==> src/rtl/vend_pkg.sv <==
package vend_pkg;

   // Coin codes sampled on coin_code
   localparam logic [1:0] COIN_NONE  = 2'b00;
   localparam logic [1:0] COIN_NICK  = 2'b01;
   localparam logic [1:0] COIN_DIME  = 2'b10;
   localparam logic [1:0] COIN_BAD   = 2'b11;

   // Credit state codes; the low two bits match in both modes
   localparam int unsigned CR_ZERO = 0;
   localparam int unsigned CR_FIVE = 1;
   localparam int unsigned CR_TEN  = 2;
   localparam int unsigned CR_FULL = 3;
   localparam int unsigned CR_OVER = 4;

   typedef struct packed {
      logic nickel;
      logic dime;
   } coin_t;

   function automatic int unsigned state_width(input int unsigned chg_en);
      return (chg_en != 0) ? 3 : 2;
   endfunction

endpackage

==> src/rtl/vend_coin_dec.sv <==
module vend_coin_dec
   import vend_pkg::*;
(
   input  logic [1:0] coin_code,
   output coin_t      coin
);
   always_comb begin
      coin = '0;
      unique case (coin_code)
         COIN_NICK: coin.nickel = 1'b1;
         COIN_DIME: coin.dime   = 1'b1;
         default:   coin        = '0;   // none and illegal code
      endcase
   end
endmodule

==> src/rtl/vend_credit_next.sv <==
module vend_credit_next
   import vend_pkg::*;
#(
   parameter int unsigned CHANGE_EN = 0,
   parameter int unsigned SW        = 2
) (
   input  logic [SW-1:0] cur,
   input  coin_t         coin,
   output logic [SW-1:0] nxt
);
   localparam logic [SW-1:0] S_ZERO = SW'(CR_ZERO);
   localparam logic [SW-1:0] S_FIVE = SW'(CR_FIVE);
   localparam logic [SW-1:0] S_TEN  = SW'(CR_TEN);
   localparam logic [SW-1:0] S_FULL = SW'(CR_FULL);

   logic [SW-1:0] ten_plus_dime;
   logic          at_vend;

   generate
      if (CHANGE_EN != 0) begin : g_chg
         localparam logic [SW-1:0] S_OVER = SW'(CR_OVER);
         assign ten_plus_dime = S_OVER;
         assign at_vend       = (cur == S_FULL) || (cur == S_OVER);
      end else begin : g_base
         assign ten_plus_dime = S_FULL;
         assign at_vend       = (cur == S_FULL);
      end
   endgenerate

   always_comb begin
      nxt = S_ZERO;
      if (at_vend) begin
         if (coin.nickel)    nxt = S_FIVE;
         else if (coin.dime) nxt = S_TEN;
         else                nxt = S_ZERO;
      end else if (cur == S_ZERO) begin
         if (coin.nickel)    nxt = S_FIVE;
         else if (coin.dime) nxt = S_TEN;
         else                nxt = S_ZERO;
      end else if (cur == S_FIVE) begin
         if (coin.nickel)    nxt = S_TEN;
         else if (coin.dime) nxt = S_FULL;
         else                nxt = S_FIVE;
      end else if (cur == S_TEN) begin
         if (coin.nickel)    nxt = S_FULL;
         else if (coin.dime) nxt = ten_plus_dime;
         else                nxt = S_TEN;
      end else begin
         nxt = S_ZERO;   // unused codes recover to zero credit
      end
   end
endmodule

==> src/rtl/vend_out_dec.sv <==
module vend_out_dec
   import vend_pkg::*;
#(
   parameter int unsigned CHANGE_EN = 0,
   parameter int unsigned SW        = 2
) (
   input  logic [SW-1:0] st,
   output logic          vend,
   output logic          change
);
   localparam logic [SW-1:0] S_FULL = SW'(CR_FULL);

   generate
      if (CHANGE_EN != 0) begin : g_chg
         localparam logic [SW-1:0] S_OVER = SW'(CR_OVER);
         assign change = (st == S_OVER);
         assign vend   = (st == S_FULL) || (st == S_OVER);
      end else begin : g_base
         assign change = 1'b0;
         assign vend   = (st == S_FULL);
      end
   endgenerate
endmodule

==> src/rtl/vend_credit_fsm.sv <==
module vend_credit_fsm
   import vend_pkg::*;
#(
   parameter int unsigned CHANGE_EN = 0
) (
   input  logic       clk,
   input  logic       rst,
   input  logic [1:0] coin_code,
   output logic       vend,
   output logic       change
);
   localparam int unsigned SW = state_width(CHANGE_EN);

   generate
      if (CHANGE_EN > 1) begin : g_bad_param
         $error("vend_credit_fsm: CHANGE_EN must be 0 or 1");
      end
   endgenerate

   coin_t         coin;
   logic [SW-1:0] state_q;
   logic [SW-1:0] state_d;

   vend_coin_dec u_dec (
      .coin_code (coin_code),
      .coin      (coin)
   );

   vend_credit_next #(.CHANGE_EN(CHANGE_EN), .SW(SW)) u_next (
      .cur  (state_q),
      .coin (coin),
      .nxt  (state_d)
   );

   always_ff @(posedge clk) begin
      if (rst) state_q <= '0;
      else     state_q <= state_d;
   end

   vend_out_dec #(.CHANGE_EN(CHANGE_EN), .SW(SW)) u_out (
      .st     (state_q),
      .vend   (vend),
      .change (change)
   );
endmodule

==> config.mk <==
export PLATFORM = sky130hd
export DESIGN_NAME = vend_credit_fsm
export DESIGN_NICKNAME = d
export VERILOG_FILES = /design/src/rtl/vend_pkg.sv /design/src/rtl/vend_coin_dec.sv /design/src/rtl/vend_credit_next.sv /design/src/rtl/vend_out_dec.sv /design/src/rtl/vend_credit_fsm.sv
export SDC_FILE = /design/constraint.sdc
export NUM_CORES = 1
export LEC_CHECK = 0
export CAP_MARGIN = 20
export CELL_PAD_IN_SITES_DETAIL_PLACEMENT = 1
export CELL_PAD_IN_SITES_GLOBAL_PLACEMENT = 1
export CORE_AREA = 2 2 39 41
export DETAILED_ROUTE_END_ITERATION = 16
export DIE_AREA = 0 0 41 43
export GPL_ROUTABILITY_DRIVEN = 0
export PLACE_DENSITY = 0.36
export SLEW_MARGIN = 10
export SYNTH_ARGS = -nofsm -noshare
export SYNTH_HDL_FRONTEND = slang
export SYNTH_SLANG_ARGS = --single-unit
export TNS_END_PERCENT = 1
==> constraint.sdc <==
create_clock -name clk -period 1.6 [get_ports clk]
set_clock_uncertainty 0.1 [all_clocks]
set_input_delay 0.32 -clock clk [delete_from_list [all_inputs] [get_ports clk]]
set_output_delay 0.32 -clock clk [all_outputs]
set_load 0.02 [all_outputs]
Word level (Yosys, flattened, before mapping)
Cells that the tools add are included.
{ "classes": {"n_addsub": 0, "n_mul": 0, "div_mod_pow": 0, "magnitude_cmp": 0, "eq_ne": 5, "shift": 0, "n_mux": 12, "n_bitwise": 0, "n_reduce_logical": 1} }
{ "ops": {"columns": ["cell", "n"], "rows": [
  ["$mux 2", 9],
  ["$eq 2x2->1 const B", 3],
  ["$eq 2x1->1 const B", 2],
  ["$mux 1", 3],
  ["$logic_not 2->1", 1]
]} }
{ "word_totals": {"reg_bits": 2, "latch_bits": 0, "ram_bits": 0, "mem_bits_ro": 0, "in_bits": 4, "output_inout_bits": 2, "word_cells": 19, "mem_count": 0} }

Logic depth before layout (Yosys ltp)
Gate-level depths: netlist of run 1.
{ "logic_depth": {"ltp_word": 8, "depth_mapped": 5, "mapped_depth_nobuf": 5} }

Hierarchy
A second synthesis of run 1 with hierarchy kept.
{ "hier_totals": {"hier_cells": 17, "hier_area_um2": 146.4} }
{ "modules_own_cells": {"columns": ["module", "n_inst", "cells_each", "area_per_inst_um2", "seq_area_each_um2"], "rows": [
  ["vend_credit_next", 1, 8, 61.3, 0.0],
  ["vend_credit_fsm", 1, 4, 52.6, 40.0],
  ["vend_out_dec", 1, 3, 17.5, 0.0],
  ["vend_coin_dec", 1, 2, 15.0, 0.0]
]} }

Worst setup path before layout of run 1
Ideal clock, no wire load.
{ "synth_timing": {"path_type": "input -> register", "start": "input port coin_code[1]", "end": "register state_q[0]", "setup_ns": 0.119, "arrival_ns": 0.913, "required_time_ns": 1.381, "setup_slack_ns": 0.468, "stages": 5, "n_path_buf": 0, "cell_sequence": "inv_1 -> ha_1 -> and2_2 -> o21ai_0 -> a21oi_1"} }
{ "synth_between": {"elab_chain_cells": 8, "elab_cells_between_ends": 12, "classes_between": "2 x eq/ne; 10 x mux"} }
{ "synth_lines": {"columns": ["element", "line_no", "source"], "rows": [
  ["start: declaration", "vend_credit_fsm.sv:8", "input logic [1:0] coin_code,"],
  ["$eq 2x2->1", "vend_coin_dec.sv:9", "unique case (coin_code)"],
  ["$mux 1", "vend_coin_dec.sv:9", null],
  ["$mux 1", "vend_credit_next.sv:46", "else if (coin.dime) nxt = ten_plus_dime;"],
  ["$mux 2", "vend_credit_next.sv:45", "if (coin.nickel) nxt = S_FULL;"],
  ["$mux 2", "vend_credit_next.sv:44", "end else if (cur == S_TEN) begin"],
  ["$mux 2", "vend_credit_next.sv:40", "end else if (cur == S_FIVE) begin"],
  ["$mux 2", "vend_credit_next.sv:36", "end else if (cur == S_ZERO) begin"],
  ["$mux 2 (*)", "vend_credit_next.sv:32", "if (at_vend) begin"],
  ["end signal: assignment", "vend_credit_fsm.sv:37", "else state_q <= state_d;"],
  ["end: declaration", "vend_credit_fsm.sv:21", "logic [SW-1:0] state_q;"]
]} }
Mark *: on every way between the ends. The rest lies on a longest branch, timed or not.
A chain may end at the register's enable or synchronous reset.

Worst setup path in the final report of run 1
{ "layout_timing": {"start": "register state_q[1]", "end": "output port vend"} }
{ "layout_between": {"elab_chain_cells": 1} }
{ "layout_lines": {"columns": ["element", "line_no", "source"], "rows": [
  ["$eq 2x2->1", "vend_out_dec.sv:20", "assign vend = (st == S_FULL);"],
  ["end: declaration", "vend_credit_fsm.sv:9", "output logic vend,"]
]} }
No other way between the ends.

==> run_results.csv, run 1 <==
group,metric,value,unit
synth,synth_area_per_cell,8.195,µm²
synth,async_flop_share,0,
setup_path,critPathRequiredTime,1.18,ns
clock_tree,clockBufferDepth,2,
synth,ys_warn_count,0,
sta,max_freq,673.7,MHz
sta,fin_ws,0.1156,ns
grt,grt_pass1_wl,641,µm
route,num_vias,155,
placement,io_buffer_count,4,
synth,synthMuxAreaShare,0.06107,
setup_path,end_kind,"primary output",
route,drtIter0Drc,0,
route,route.detailed.drc,0,
synth,synth_top_area_frac,0.2443,
power_and_ir_drop,p_leak,0.0001342,µW
cells_and_area,drive_gt1_frac,0.2500,
clock_tree,clk_latency,0.22,ns
sta,slew_viol_final,0,
grt,grt_start_max_net_pins,6,
clock_tree,cts_buffers,3,
synth,synth_compound_area_frac,0.1908,
route,wirelength,361,µm
clock_tree,ctsHtreeMaxLevel,1,
power_and_ir_drop,finalPower,217.7,µW
sta,setup_violations,0,
synth,synth_top_family_by_area,"adder cells",
die,die_w,41,µm
grt,overflow,0,
synth,synth-main-ff-cell,"dfxtp_1",
clock_tree,root_buffer,"clkbuf_4",
power_and_ir_drop,powerDensity,853.1,nW/µm²
synth,synth-xor-area-share,0,
synth,syn-num-nets,27,
grt,antenna_found_initial,0,
cells_and_area,finish.instance_area,255.2,µm²
die,io_pins,6,
cells_and_area,syn2layout_area_growth,55.73,%
synth,yosysTopAreaCell,"dfxtp_1",
status,status,"complete, no violations",
sta,fin_crit,1.484,ns
cells_and_area,fill_cells,172,
cells_and_area,top_register,"state_q",
synth,synth-adder-area-share,0.2290,
route,routed_via_density,3.523,
synth,synth.top_cells.by_count,"ha_1, inv_1",
setup_path,crit_path_start_kind,"register",
grt,grt_pass1_vias,165,
die,floorplan.initialDensity,0.1184,
clock_tree,cts.sinks,2,
setup_path,crit_arrival,1.06,ns
synth,synth-edff-count,0,
synth,yosysSeqAreaShare,0.2443,
setup_path,worstPathMaxFanout,4,
setup_path,rr_worst_depth,4,
placement,place_area,231.5,µm²
die,die_area,1763,µm²
sta,hold_viol_final,0,
cells_and_area,diodes,0,
die,core_area,1384,µm²
power_and_ir_drop,irDropWorstVdd,0.1505,mV
setup_path,crit_type,"reg2out",
clock_tree,cts_tree,"done",
clock_tree,post_cts_buffers,0,
die,rows,14,
cells_and_area,nets,37,
placement,dp_slack,-0.1174,ns
route,ant_nets,0,
synth,netlist_instances,20,
hold_path,worstHoldPathCells,1,
sta,whs,0.4186,ns
synth,synth.area.top_cells,"dfxtp_1, ha_1, and2_2",
hold_path,hp-class,"reg2reg",
synth,yosys.area_share.simple,0.1374,
clock_tree,clk_pin_slew,0.03,ns
sta,fin_crit_sh,0.9278,
cells_and_area,top_regs,"state_q (2)",
sta,rsz0062_at_grt,"no",
flow_run,drv_cap,0,
die,die_h,43,µm
route,drt-pass1-iter-count,1,
synth,ys_types,12,
synth,ys_ff_latch,2,
route,avgRoutedWirePerCell,8.205,µm
cells_and_area,largest_reg_flops,2,
synth,netlist_area,163.9,µm²
grt,track_usage,0.06294,
==> layer usage <==
layer | global-route usage | wire (µm)
met3 | 0.03665 | 43
met5 | 0 | 0
met1 | 0.05380 | 149
met2 | 0.07500 | 168
met4 | 0.1000 | 0
==> cell usage in the layout, fill, tap and decap left out <==
master	synthesis	final
a21oi_1	2	2
dlymetal6s2s_1	0	1
a211o_1	1	1
clkdlybuf4s50_1	0	2
and2_2	2	2
dfxtp_1	2	2
mux2i_1	1	1
ha_1	3	3
o21a_1	1	1
clkbuf_4	0	3
dlygate4sd2_1	0	1
conb_1	1	1
o21ai_0	1	1
buf_4	1	2
inv_1	3	3
nor2_1	2	2
==> layout make-up <==
type / instances / area [µm²] / share of cell area
Multi-Input combinational cell: 14 / 105.1 / 0.4118
Timing Repair Buffer: 6 / 56.30 / 0.2206
Sequential cell: 2 / 40.04 / 0.1569
Clock buffer: 3 / 22.52 / 0.08824
Tap cell: 16 / 20.02 / 0.07843
Inverter: 3 / 11.26 / 0.04412
==> what timing repair did <==
action                                  CTS  global route
resized for setup                         1             1
hold buffers                              0             0
endpoints found under the setup margin    1             1
==> where the power goes <==
group / leakage, µW / total (µW) / internal (µW) / switching [µW]
Combinational: 0.000104 / 47.8 / 26.2 / 21.6
Sequential: 0.0000166 / 60.4 / 56.3 / 4.12
Clock: 0.0000138 / 109 / 82.6 / 26.9
Total: 0.000134 / 218 / 165 / 52.6
==> per-stage QoR <==
| step | setup TNS, ns | std cells | util |
|---|---|---|---|
| after floorplan | 0 | 20 | - |
| after global placement | -0.1082 | 41 | 0.1673 |
| after detailed placement | -0.1592 | 41 | 0.1673 |
| after CTS | 0 | 44 | 0.1826 |
| after global routing | 0 | 44 | 0.1844 |
| final | 0 | 44 | 0.1844 |
==> critical path, stage by stage, from the launching register on <==
cell	delay [ns]
dfxtp_1	0.36
and2_2	0.16
dlygate4sd2_1	0.33
==> kinds of logic after synthesis <==
kind of cell | count (synthesis)
buffers and inverters | 4
other | 1
DFF | 2
adders and majority gates | 3
AOI/OAI and AO/OA | 5
muxes | 1
and+or+nand+nor | 4
==> worst paths after layout <==
path              start  slack, ns         end
max reg2reg  state_q[0]       0.53  state_q[0]
min          state_q[1]       0.42  state_q[1]
min reg2reg  state_q[1]       0.42  state_q[1]
max          state_q[1]       0.12        vend
Power figures use the tool's default switching activity.
==> run 2: changes to the inputs <==
- CTS_BUF_LIST: unset -> sky130_fd_sc_hd__clkbuf_16
==> run_results.csv, run 2 (same netlist as run 1, synthesis figures left out) <==
group,metric,value,unit
grt,overflow,0,
setup_path,crit_chain,"and2_2 > dlygate4sd2_1",
clock_tree,cts.sinks,2,
setup_path,crit_path_start_kind,"register",
cells_and_area,syn2layout_area_growth,87.79,%
setup_path,end_kind,"primary output",
setup_path,crit_type,"reg2out",
grt,antenna_found_initial,0,
route,ant_nets,0,
sta,setup_violations,0,
cells_and_area,diodes,0,
setup_path,crit_slowest_cell,"dfxtp_1",
die,rows,14,
clock_tree,root_buffer,"clkbuf_16",
clock_tree,cts_tree,"done",
route,drtIter0Drc,0,
route,num_vias,160,
sta,tns,0,ns
cells_and_area,top_register,"state_q",
sta,whs,0.4146,ns
power_and_ir_drop,powerDensity,1579,nW/µm²
clock_tree,clockBufferDepth,2,
die,core_area,1384,µm²
placement,io_buffer_count,4,
clock_tree,cts_hold_buf,0,
route,drt-pass1-iter-count,1,
setup_path,crit_buf_inv,1,
grt,grt_pass1_vias,160,
route,wirelength,378,µm
grt,track_usage,0.05994,
hold_path,hp-class,"reg2reg",
cells_and_area,layout_common_cells,"inv_1, ha_1, clkbuf_16",
setup_path,critPathRequiredTime,1.18,ns
die,die_w,41,µm
setup_path,crit_arrival,1.07,ns
die,floorplan.initialDensity,0.1184,
clock_tree,cts_buffers,3,
route,routed_via_density,3.636,
grt,grt_pass1_wl,621,µm
power_and_ir_drop,irDropWorstVdd,0.2487,mV
grt,grt_start_max_net_pins,6,
cells_and_area,utilization,0.2224,
flow_run,drv_cap,0,
sta,hold_viol_final,0,
setup_path,crit_family,"flip-flops",
cells_and_area,largest_reg_flops,2,
power_and_ir_drop,p_leak,0.0001573,µW
clock_tree,clk_latency,0.22,ns
cells_and_area,drive_gt1_frac,0.2500,
setup_path,cpPeakStageDelay,0.36,ns
cells_and_area,nets,37,
die,io_pins,6,
cells_and_area,top_regs,"state_q (2)",
status,status,"complete, no violations",
sta,slew_viol_final,0,
route,avgRoutedWirePerCell,8.591,µm
sta,max_freq,673.3,MHz
sta,fin_crit,1.485,ns
setup_path,worstPathMaxFanout,4,
die,die_area,1763,µm²
sta,fin_crit_sh,0.9283,
clock_tree,clk_pin_slew,0.03,ns
clock_tree,ctsHtreeMaxLevel,1,
route,route.detailed.drc,0,
die,die_h,43,µm
sta,rsz0062_at_grt,"no",
[run 2: path summary, 6_finish.rpt]
| path | start | end | cells past startpoint | slack [ns] |
|---|---|---|---|---|
| hold / removal | state_q[1] | state_q[0] | 2 | 0.41 |
| setup / recovery | state_q[1] | vend | 2 | 0.11 |
| setup reg to reg | state_q[0] | state_q[0] | 4 | 0.53 |
| hold reg to reg | state_q[1] | state_q[0] | 2 | 0.41 |
[run 2: tightest hold or removal path, stage by stage (launching register included)]
cell and delay (ns):
dfxtp_1 0.32, o21ai_0 0.08, a21oi_1 0.06
[run 2: area by class of cell]
cell class,count,area [µm²]
well taps,16,20.02
fillers,163,1076
flip-flops and latches,2,40.04
clock buffers,3,75.07
repair buffers,6,56.30
inverters,3,11.26
multi-input cells,14,105.1
[run 2: through the flow]
step	instance area, µm²	instances	total power, µW	setup WS (ns)
2_1_floorplan	163.9	20	88.96	0.4682
3_3_place_gp	231.5	41	109.6	-0.07212
3_5_place_dp	231.5	41	111.1	-0.1174
4_1_cts	305.3	44	494.4	0.09168
5_1_grt	307.8	44	508.8	0.02504
6_report	307.8	44	486.1	0.1147
[run 2: routing by layer]
layer,up-vias,share of wire,global-route usage
met3,3,0.14,0.03665
met1,71,0.38,0.05063
met2,8,0.40,0.07813
li1,78,-,-
met5,-,0,0
met4,0,0.071,0.08000
[run 2: power by group]
group / total (µW) / switching, µW / internal (µW) / leakage (µW)
Combinational: 48.0 / 21.8 / 26.3 / 0.000104
Sequential: 60.5 / 4.15 / 56.3 / 0.0000166
Clock: 378 / 59.5 / 318 / 0.0000370
[run 2: what timing repair did]
item                       4_1_cts  5_1_grt
setup endpoints to repair        1        1
pin swaps                        0        1
resized for setup                1        1
setup buffers                    0        0
